`src/rtl/preadd_mac_pkg.sv`:
```
// Package: preadd_mac_pkg
// Shared configuration helpers for the pre-add multiply-accumulate block.
// Maps a latency setting to the number of input register stages and to
// the presence of the post-multiplier register. Assumes LATENCY is 0..4.
package preadd_mac_pkg;

    // Larger of two integers, used to size the internal product.
    function automatic int max_int(input int a, input int b);
        return (a > b) ? a : b;
    endfunction

    // Number of register stages placed ahead of the pre-adder.
    function automatic int in_stages(input int lat, input bit l2_out);
        if (lat == 4) return 2;
        if (lat == 3) return 1;
        if (lat == 2 && !l2_out) return 1;
        return 0;
    endfunction

    // Whether a register separates the multiplier from the accumulator.
    function automatic int mid_stages(input int lat, input bit l2_out);
        if (lat >= 3) return 1;
        if (lat == 2 && l2_out) return 1;
        return 0;
    endfunction

endpackage

```
`src/rtl/pam_delay.sv`:
```
// Module: pam_delay
// Fixed-depth shift register for a packed bundle of data and controls.
// DEPTH of zero turns it into a wire. Every stage advances each clock
// and is cleared by the synchronous active-low reset. Assumes DEPTH is small.
module pam_delay #(
    parameter int W     = 8,
    parameter int DEPTH = 1
) (
    input  logic         clk,
    input  logic         rst_n,
    input  logic [W-1:0] d_in,
    output logic [W-1:0] d_out
);

    generate
        if (DEPTH == 0) begin : g_wire
            // Pass-through when no stage is configured.
            assign d_out = d_in;
        end else begin : g_regs
            logic [W-1:0] pipe_q [DEPTH];

            // Shift the bundle one stage per clock; reset clears all stages.
            always_ff @(posedge clk) begin
                if (!rst_n) begin
                    for (int i = 0; i < DEPTH; i++) pipe_q[i] <= '0;
                end else begin
                    pipe_q[0] <= d_in;
                    for (int i = 1; i < DEPTH; i++) pipe_q[i] <= pipe_q[i-1];
                end
            end

            assign d_out = pipe_q[DEPTH-1];

            AST_STAGE_CLEARED: assert property (@(posedge clk) disable iff (!rst_n)
                $rose(rst_n) |-> d_out == '0);
        end
    endgenerate

endmodule

```
`src/rtl/pam_preadd_mult.sv`:
```
// Module: pam_preadd_mult
// Combinational signed pre-adder followed by a multiplier.
// The sum is one bit wider than the addends. The product is formed at
// the larger of ACC_W and its natural width, then trimmed to ACC_W.
// Assumes ACC_W does not exceed the natural product width by design intent
// only where wrap-around is acceptable.
module pam_preadd_mult #(
    parameter int PRE_W = 24,
    parameter int MUL_W = 18,
    parameter int ACC_W = 48
) (
    input  logic [PRE_W-1:0] op_x,
    input  logic [PRE_W-1:0] op_y,
    input  logic [MUL_W-1:0] op_k,
    output logic [ACC_W-1:0] prod
);

    localparam int SUM_W  = PRE_W + 1;
    localparam int NAT_W  = SUM_W + MUL_W;
    localparam int EXT_W  = preadd_mac_pkg::max_int(ACC_W, NAT_W);

    logic [SUM_W-1:0] sum;
    logic [EXT_W-1:0] sum_ext;
    logic [EXT_W-1:0] k_ext;
    logic [EXT_W-1:0] full;

    // Sign-extended pre-add, one guard bit so the sum cannot overflow.
    always_comb sum = {op_x[PRE_W-1], op_x} + {op_y[PRE_W-1], op_y};

    // Extend both factors to the product width and multiply modulo 2^EXT_W.
    always_comb begin
        sum_ext = {{(EXT_W-SUM_W){sum[SUM_W-1]}}, sum};
        k_ext   = {{(EXT_W-MUL_W){op_k[MUL_W-1]}}, op_k};
        full    = sum_ext * k_ext;
    end

    assign prod = full[ACC_W-1:0];

endmodule

```
`src/rtl/pam_accum.sv`:
```
// Module: pam_accum
// Accumulator register with a seed path. The next total is the product
// plus either the stored total or the seed value, and it is stored only
// when the (already aligned) enable is high. With COMB_OUT set, the output
// shows the next total combinationally; otherwise it shows the register.
module pam_accum #(
    parameter int ACC_W    = 48,
    parameter bit COMB_OUT = 1'b0
) (
    input  logic             clk,
    input  logic             rst_n,
    input  logic             en,
    input  logic             ld_en,
    input  logic [ACC_W-1:0] ld_value,
    input  logic [ACC_W-1:0] prod,
    output logic [ACC_W-1:0] acc_out
);

    logic [ACC_W-1:0] total_q;
    logic [ACC_W-1:0] total_nxt;

    // Choose the addend base: seed value or running total.
    always_comb total_nxt = (ld_en ? ld_value : total_q) + prod;

    // Hold or update the running total; reset clears it.
    always_ff @(posedge clk) begin
        if (!rst_n)  total_q <= '0;
        else if (en) total_q <= total_nxt;
    end

    generate
        if (COMB_OUT) begin : g_comb
            assign acc_out = total_nxt;
        end else begin : g_reg
            assign acc_out = total_q;
        end
    endgenerate

    AST_HOLD_WHEN_IDLE: assert property (@(posedge clk) disable iff (!rst_n)
        !en |=> $stable(total_q));
    AST_TOTAL_CLEARED: assert property (@(posedge clk) disable iff (!rst_n)
        $rose(rst_n) |-> total_q == '0);

endmodule

```
`src/rtl/preadd_mac.sv`:
```
// Module: preadd_mac
// Pre-add multiply-accumulate pipeline. Operands and controls pass through
// a latency-dependent number of input stages, the pre-adder/multiplier, an
// optional post-multiplier stage and the accumulator register. Assumes
// LATENCY in 0..4, PRE_W 1..24, MUL_W 1..18, ACC_W 1..48.
module preadd_mac #(
    parameter int PRE_W      = 24,
    parameter int MUL_W      = 18,
    parameter int ACC_W      = 48,
    parameter int LATENCY    = 3,
    parameter bit L2_OUT_REG = 1'b0
) (
    input  logic             clk,
    input  logic             rst_n,
    input  logic             en,
    input  logic [PRE_W-1:0] add_x,
    input  logic [PRE_W-1:0] add_y,
    input  logic [MUL_W-1:0] mul_k,
    input  logic             ld_en,
    input  logic [ACC_W-1:0] ld_value,
    output logic [ACC_W-1:0] acc_out
);

    localparam int N_IN  = preadd_mac_pkg::in_stages(LATENCY, L2_OUT_REG);
    localparam int N_MID = preadd_mac_pkg::mid_stages(LATENCY, L2_OUT_REG);
    localparam int IN_W  = 2 + ACC_W + 2*PRE_W + MUL_W;
    localparam int MID_W = 2 + 2*ACC_W;
    localparam bit COMB  = (LATENCY == 0);

    logic [IN_W-1:0]  in_bus, in_bus_d;
    logic [MID_W-1:0] mid_bus, mid_bus_d;

    logic             s1_en, s1_ld;
    logic [ACC_W-1:0] s1_val;
    logic [PRE_W-1:0] s1_x, s1_y;
    logic [MUL_W-1:0] s1_k;
    logic [ACC_W-1:0] s1_prod;

    logic             s2_en, s2_ld;
    logic [ACC_W-1:0] s2_val, s2_prod;

    // Bundle operands with their controls so they stay aligned.
    assign in_bus = {en, ld_en, ld_value, add_x, add_y, mul_k};

    pam_delay #(.W(IN_W), .DEPTH(N_IN)) i_in_stages (
        .clk(clk), .rst_n(rst_n), .d_in(in_bus), .d_out(in_bus_d)
    );

    assign {s1_en, s1_ld, s1_val, s1_x, s1_y, s1_k} = in_bus_d;

    pam_preadd_mult #(.PRE_W(PRE_W), .MUL_W(MUL_W), .ACC_W(ACC_W)) i_mult (
        .op_x(s1_x), .op_y(s1_y), .op_k(s1_k), .prod(s1_prod)
    );

    assign mid_bus = {s1_en, s1_ld, s1_val, s1_prod};

    pam_delay #(.W(MID_W), .DEPTH(N_MID)) i_mid_stage (
        .clk(clk), .rst_n(rst_n), .d_in(mid_bus), .d_out(mid_bus_d)
    );

    assign {s2_en, s2_ld, s2_val, s2_prod} = mid_bus_d;

    pam_accum #(.ACC_W(ACC_W), .COMB_OUT(COMB)) i_accum (
        .clk(clk), .rst_n(rst_n), .en(s2_en), .ld_en(s2_ld),
        .ld_value(s2_val), .prod(s2_prod), .acc_out(acc_out)
    );

    // ---------------- assertions ----------------
    logic [2:0] since_rst;
    logic       sum_zero;
    localparam logic [2:0] LAT3 = 3'(LATENCY);

    // Cycles since reset release, saturating, so $past windows stay valid.
    always_ff @(posedge clk) begin
        if (!rst_n)                 since_rst <= '0;
        else if (since_rst != 3'd7) since_rst <= since_rst + 3'd1;
    end

    // Addends cancel, so a seeded operation must return the seed alone.
    always_comb sum_zero = (({add_x[PRE_W-1], add_x} + {add_y[PRE_W-1], add_y}) == '0);

    AST_ZERO_COEFF: assert property (@(posedge clk) disable iff (!rst_n)
        s1_k == '0 |-> s1_prod == '0);

    generate
        if (LATENCY == 0) begin : g_chk_comb
            AST_SEED_ALIGNED: assert property (@(posedge clk) disable iff (!rst_n)
                ld_en && sum_zero |-> acc_out == ld_value);
        end else begin : g_chk_pipe
            AST_SEED_ALIGNED: assert property (@(posedge clk) disable iff (!rst_n)
                (since_rst >= LAT3) && $past(en && ld_en && sum_zero, LATENCY)
                |-> acc_out == $past(ld_value, LATENCY));
        end
    endgenerate

endmodule

```
`config.mk`:
```
export PLATFORM = sky130hd
export DESIGN_NAME = preadd_mac
export DESIGN_NICKNAME = d
export VERILOG_FILES = /design/src/rtl/preadd_mac_pkg.sv /design/src/rtl/pam_delay.sv /design/src/rtl/pam_preadd_mult.sv /design/src/rtl/pam_accum.sv /design/src/rtl/preadd_mac.sv
export SDC_FILE = /design/constraint.sdc
export NUM_CORES = 2
export LEC_CHECK = 0
export BUFFER_PORTS_ARGS = -buffer_cell sky130_fd_sc_hd__buf_4
export CAP_MARGIN = 10
export CELL_PAD_IN_SITES_DETAIL_PLACEMENT = 1
export CELL_PAD_IN_SITES_GLOBAL_PLACEMENT = 1
export CORE_ASPECT_RATIO = 0.75
export CORE_MARGIN = 2
export CORE_UTILIZATION = 30
export CTS_CLUSTER_DIAMETER = 60
export DETAILED_ROUTE_END_ITERATION = 6
export PLACE_DENSITY_LB_ADDON = 0.1
export SLEW_MARGIN = 25
export SYNTH_ARGS = -nofsm -noshare
export SYNTH_HDL_FRONTEND = slang
export SYNTH_SLANG_ARGS = --single-unit
export TNS_END_PERCENT = 1
```
`constraint.sdc`:
```
create_clock -name clk -period 11.5 [get_ports clk]
set_clock_uncertainty 0.2 [all_clocks]
set_input_delay 3.45 -clock clk [delete_from_list [all_inputs] [get_ports clk]]
set_output_delay 3.45 -clock clk [all_outputs]
set_load 0.005 [all_outputs]
```
==> impl_metrics.env <==
export IMPL_synth_most_common_cell="inv_1"
export IMPL_yosys_area_share_adder_pct=40.1
export IMPL_muxShareOfSynthArea_pct=3.14
export IMPL_min_to="i_mid_stage.g_regs.pipe_q[0][63]$_SDFF_PN0_"
export IMPL_ys_warn_count=0
export IMPL_ys_async_sr_fraction_pct=0
export IMPL_num_fill_cells=10600
export IMPL_dieArea_sq_um=94800
export IMPL_worst_slew_pin_slew_ns=1.03
export IMPL_vias_per_cell=4.67
export IMPL_nNetsFinal=3873
export IMPL_tritoncts="yes"
export IMPL_crit_path_max_incr_delay_ns=0.82
export IMPL_synth_xor_area_share_pct=2.59
export IMPL_ys_types=80
export IMPL_ys_ff_latch=257
export IMPL_instances_no_fill=4387
export IMPL_hold_path_class="reg -> reg"
export IMPL_fp_dieW_um=355
export IMPL_synth_area_sq_um=27700
export IMPL_arrival_ns=9.40
export IMPL_clock_power_share_pct=14.1
export IMPL_synth_area_leaders="fa_1 32%, dfxtp_1 19%, and2_1 8.2%"
export IMPL_worstPathRequired_ns=11.72
export IMPL_ir_drop_v=0.000218
export IMPL_post_cts_setup_buffer_count=0
export IMPL_synthFlopType="dfxtp_1"
export IMPL_critPathKind="reg -> reg"
export IMPL_rr_startpoint="i_in_stages.g_regs.pipe_q[0][18]$_SDFF_PN0_"
export IMPL_drive_above_1_share_pct=11.0
export IMPL_synth_area_leader_cell="fa_1"
export IMPL_powerDensity_nw_per_um2=250
export IMPL_route_detailed_drc=0
export IMPL_slew_violations=0
export IMPL_std_cell_rows=96
export IMPL_syn_inst=3018
export IMPL_p_leak_nw=15.3
export IMPL_post_cts_resized=0
export IMPL_whs_ns=0.233
export IMPL_ys_seq_area_share_pct=18.6
export IMPL_reg2reg_slack_ns=2.32
export IMPL_detail_route_antenna_nets=0
export IMPL_numPortBuffers=165
export IMPL_crit_fanout=18
export IMPL_place_hpwl_mm=62.8
export IMPL_clk_latency_ns=0.56
export IMPL_synth_top_area_share_pct=32.0
export IMPL_grt_max_degree=76
export IMPL_grt_pass1_vias=23700
export IMPL_reg2reg_depth=30
export IMPL_area_growth_pct=14.0
export IMPL_die_h_um=267
export IMPL_drt_total_wl_mm=79.3
export IMPL_dp_cells=4321
export IMPL_initial_utilization_pct=30.3
export IMPL_synth_compound_area_share_pct=8.87
export IMPL_crit_slowest_cell="xor2_2"
export IMPL_hold_path_depth=1
export IMPL_holdCritStartpoint="i_in_stages.g_regs.pipe_q[0][81]$_SDFF_PN0_"
export IMPL_io_pins=166
export IMPL_clock_tree_root_cell="clkbuf_16"
export IMPL_dr_pass1_iters=5
export IMPL_syn_nets=3757
export IMPL_gp_congestion=0.812
export IMPL_grt_pass1_wl_mm=131
export IMPL_cts_sinks=257
export IMPL_finalSetupViolCount=0
export IMPL_fin_util_pct=34.5
export IMPL_timing_rr_end="i_mid_stage.g_regs.pipe_q[0][39]$_SDFF_PN0_"
export IMPL_drt_iter0_markers=698
export IMPL_period_needed_ns=9.18
export IMPL_intPower_mw=4.02
export IMPL_cap_violations=0
export IMPL_cts_inserted_buffers=36
export IMPL_crit_top_cell="fa_1"
export IMPL_end_kind="flip-flop"
export IMPL_cp_start_kind="flip-flop"
export IMPL_comb_power_share_pct=72.3
export IMPL_setup_tns_ns=0
export IMPL_via_count=20500
export IMPL_syn_avg_cell_area_sq_um=9.18
export IMPL_rsz0062_at_grt="no"
export IMPL_yosys_area_share_simple_pct=18.1
export IMPL_wl_per_cell_um=18.1
export IMPL_coreArea_sq_um=91500
export IMPL_htree_levels=2
export IMPL_gr_total_overflow=0
export IMPL_switchingPower_mw=3.86
export IMPL_p_sw_share_pct=49.0
export IMPL_clk_pin_slew_ns=0.06
export IMPL_synth_edf_count=0
export IMPL_max_freq_mhz=109
export IMPL_synth_top_family_by_area="adder cells"
export IMPL_cts_buffer_depth=3
export IMPL_cts_hold_buf=0
export IMPL_p_seq_share_pct=13.6
export IMPL_final_hold_violation_count=0
export IMPL_relSlewSlack_pct=31.3
export IMPL_synthTopCellsByCount="505 x inv_1, 443 x fa_1, 363 x and2_1"
export IMPL_period_share_pct=79.8
export IMPL_antenna_found_initial=1
export IMPL_status="complete, no violations"
export IMPL_grt_usage_pct=17.5
-- power groups by stage --
stage               sequential, mW  combinational [mW]  clock, mW
floorplan                     1.07                4.26          0
global placement              1.10                5.69          0
detailed placement            1.09                5.80          0
CTS                           1.07                5.83       1.16
global route                  1.08                6.61       1.20
finish                        1.07                5.70       1.11
-- per-layer routing --
metal,routed length [um],GRT usage [%]
met4,1440,3.68
met5,0,0
met2,39900,31.3
met1,35900,22.5
met3,2020,2.06
-- placed cells by master (no fill, tap or decap), types with 36 or more instances in the layout --
master / count
a21o_1: 61
a21oi_1: 103
and2_1: 363
buf_4: 208
clkbuf_16: 36
dfxtp_1: 255
fa_1: 443
ha_1: 178
inv_1: 504
mux2_2: 46
nand2_1: 296
nand3_1: 41
nor2_1: 132
o21ai_0: 48
xnor2_1: 50
-- layout make-up --
cell class,instances,area (sq um),area share (%)
multi-input cells,2125,20200,64.1
flip-flops and latches,257,5150,16.3
inverters,505,1900,6.00
repair buffers,209,1570,4.98
well taps,1225,1530,4.85
clock buffers,46,1010,3.19
clock inverters,18,179,0.566
diodes,2,5.00,0.0158
-- critical path: cells and delay by family (launching register included) --
kind | cells | cell delay, ns
AND/OR/NAND/NOR | 5 | 1.19
buffers and inverters | 4 | 0.19
XOR/XNOR | 1 | 0.82
adder cells (fa/ha/maj) | 9 | 3.96
AO/OA/AOI/OAI | 11 | 2.35
flip-flops | 1 | 0.31
-- flip-flops by register name, summed over array words and instances, names as in the netlist --
register,cells
i_in_stages.g_regs.pipe_q,116
i_mid_stage.g_regs.pipe_q,93
i_accum.acc_out,48
-- per-stage QoR --
step / area (sq um) / setup slack, ns / power, mW
4_1_cts: 31600 / 2.39 / 8.07
2_1_floorplan: 27700 / 3.53 / 5.33
6_report: 31600 / 2.32 / 7.88
3_5_place_dp: 30400 / 2.42 / 6.90
5_1_grt: 31600 / 1.76 / 8.89
3_3_place_gp: 30300 / 2.60 / 6.79
-- worst max-delay path by stage --
stage	from	endpoint	slack [ns]	cells after the start
global route	i_in_stages.g_regs.pipe_q[0][18]$_SDFF_PN0_	i_mid_stage.g_regs.pipe_q[0][39]$_SDFF_PN0_	1.76	30
detailed placement	i_in_stages.g_regs.pipe_q[0][18]$_SDFF_PN0_	i_mid_stage.g_regs.pipe_q[0][39]$_SDFF_PN0_	2.42	30
floorplan	i_in_stages.g_regs.pipe_q[0][18]$_SDFF_PN0_	i_mid_stage.g_regs.pipe_q[0][39]$_SDFF_PN0_	3.53	33
global placement	i_in_stages.g_regs.pipe_q[0][18]$_SDFF_PN0_	i_mid_stage.g_regs.pipe_q[0][39]$_SDFF_PN0_	2.60	30
finish	i_in_stages.g_regs.pipe_q[0][18]$_SDFF_PN0_	i_mid_stage.g_regs.pipe_q[0][39]$_SDFF_PN0_	2.32	30
CTS	i_in_stages.g_regs.pipe_q[0][18]$_SDFF_PN0_	i_mid_stage.g_regs.pipe_q[0][39]$_SDFF_PN0_	2.39	30
-- cells by family (layout without fill, tap and decap cells) --
group	after synthesis	count (layout)
simple gates	980	980
mux	81	81
flops	257	257
compound gates	361	361
xor+xnor	82	82
fa+ha+maj	621	621
other cells	0	2
buf+inv	636	778
Power figures use the tool's default switching activity.
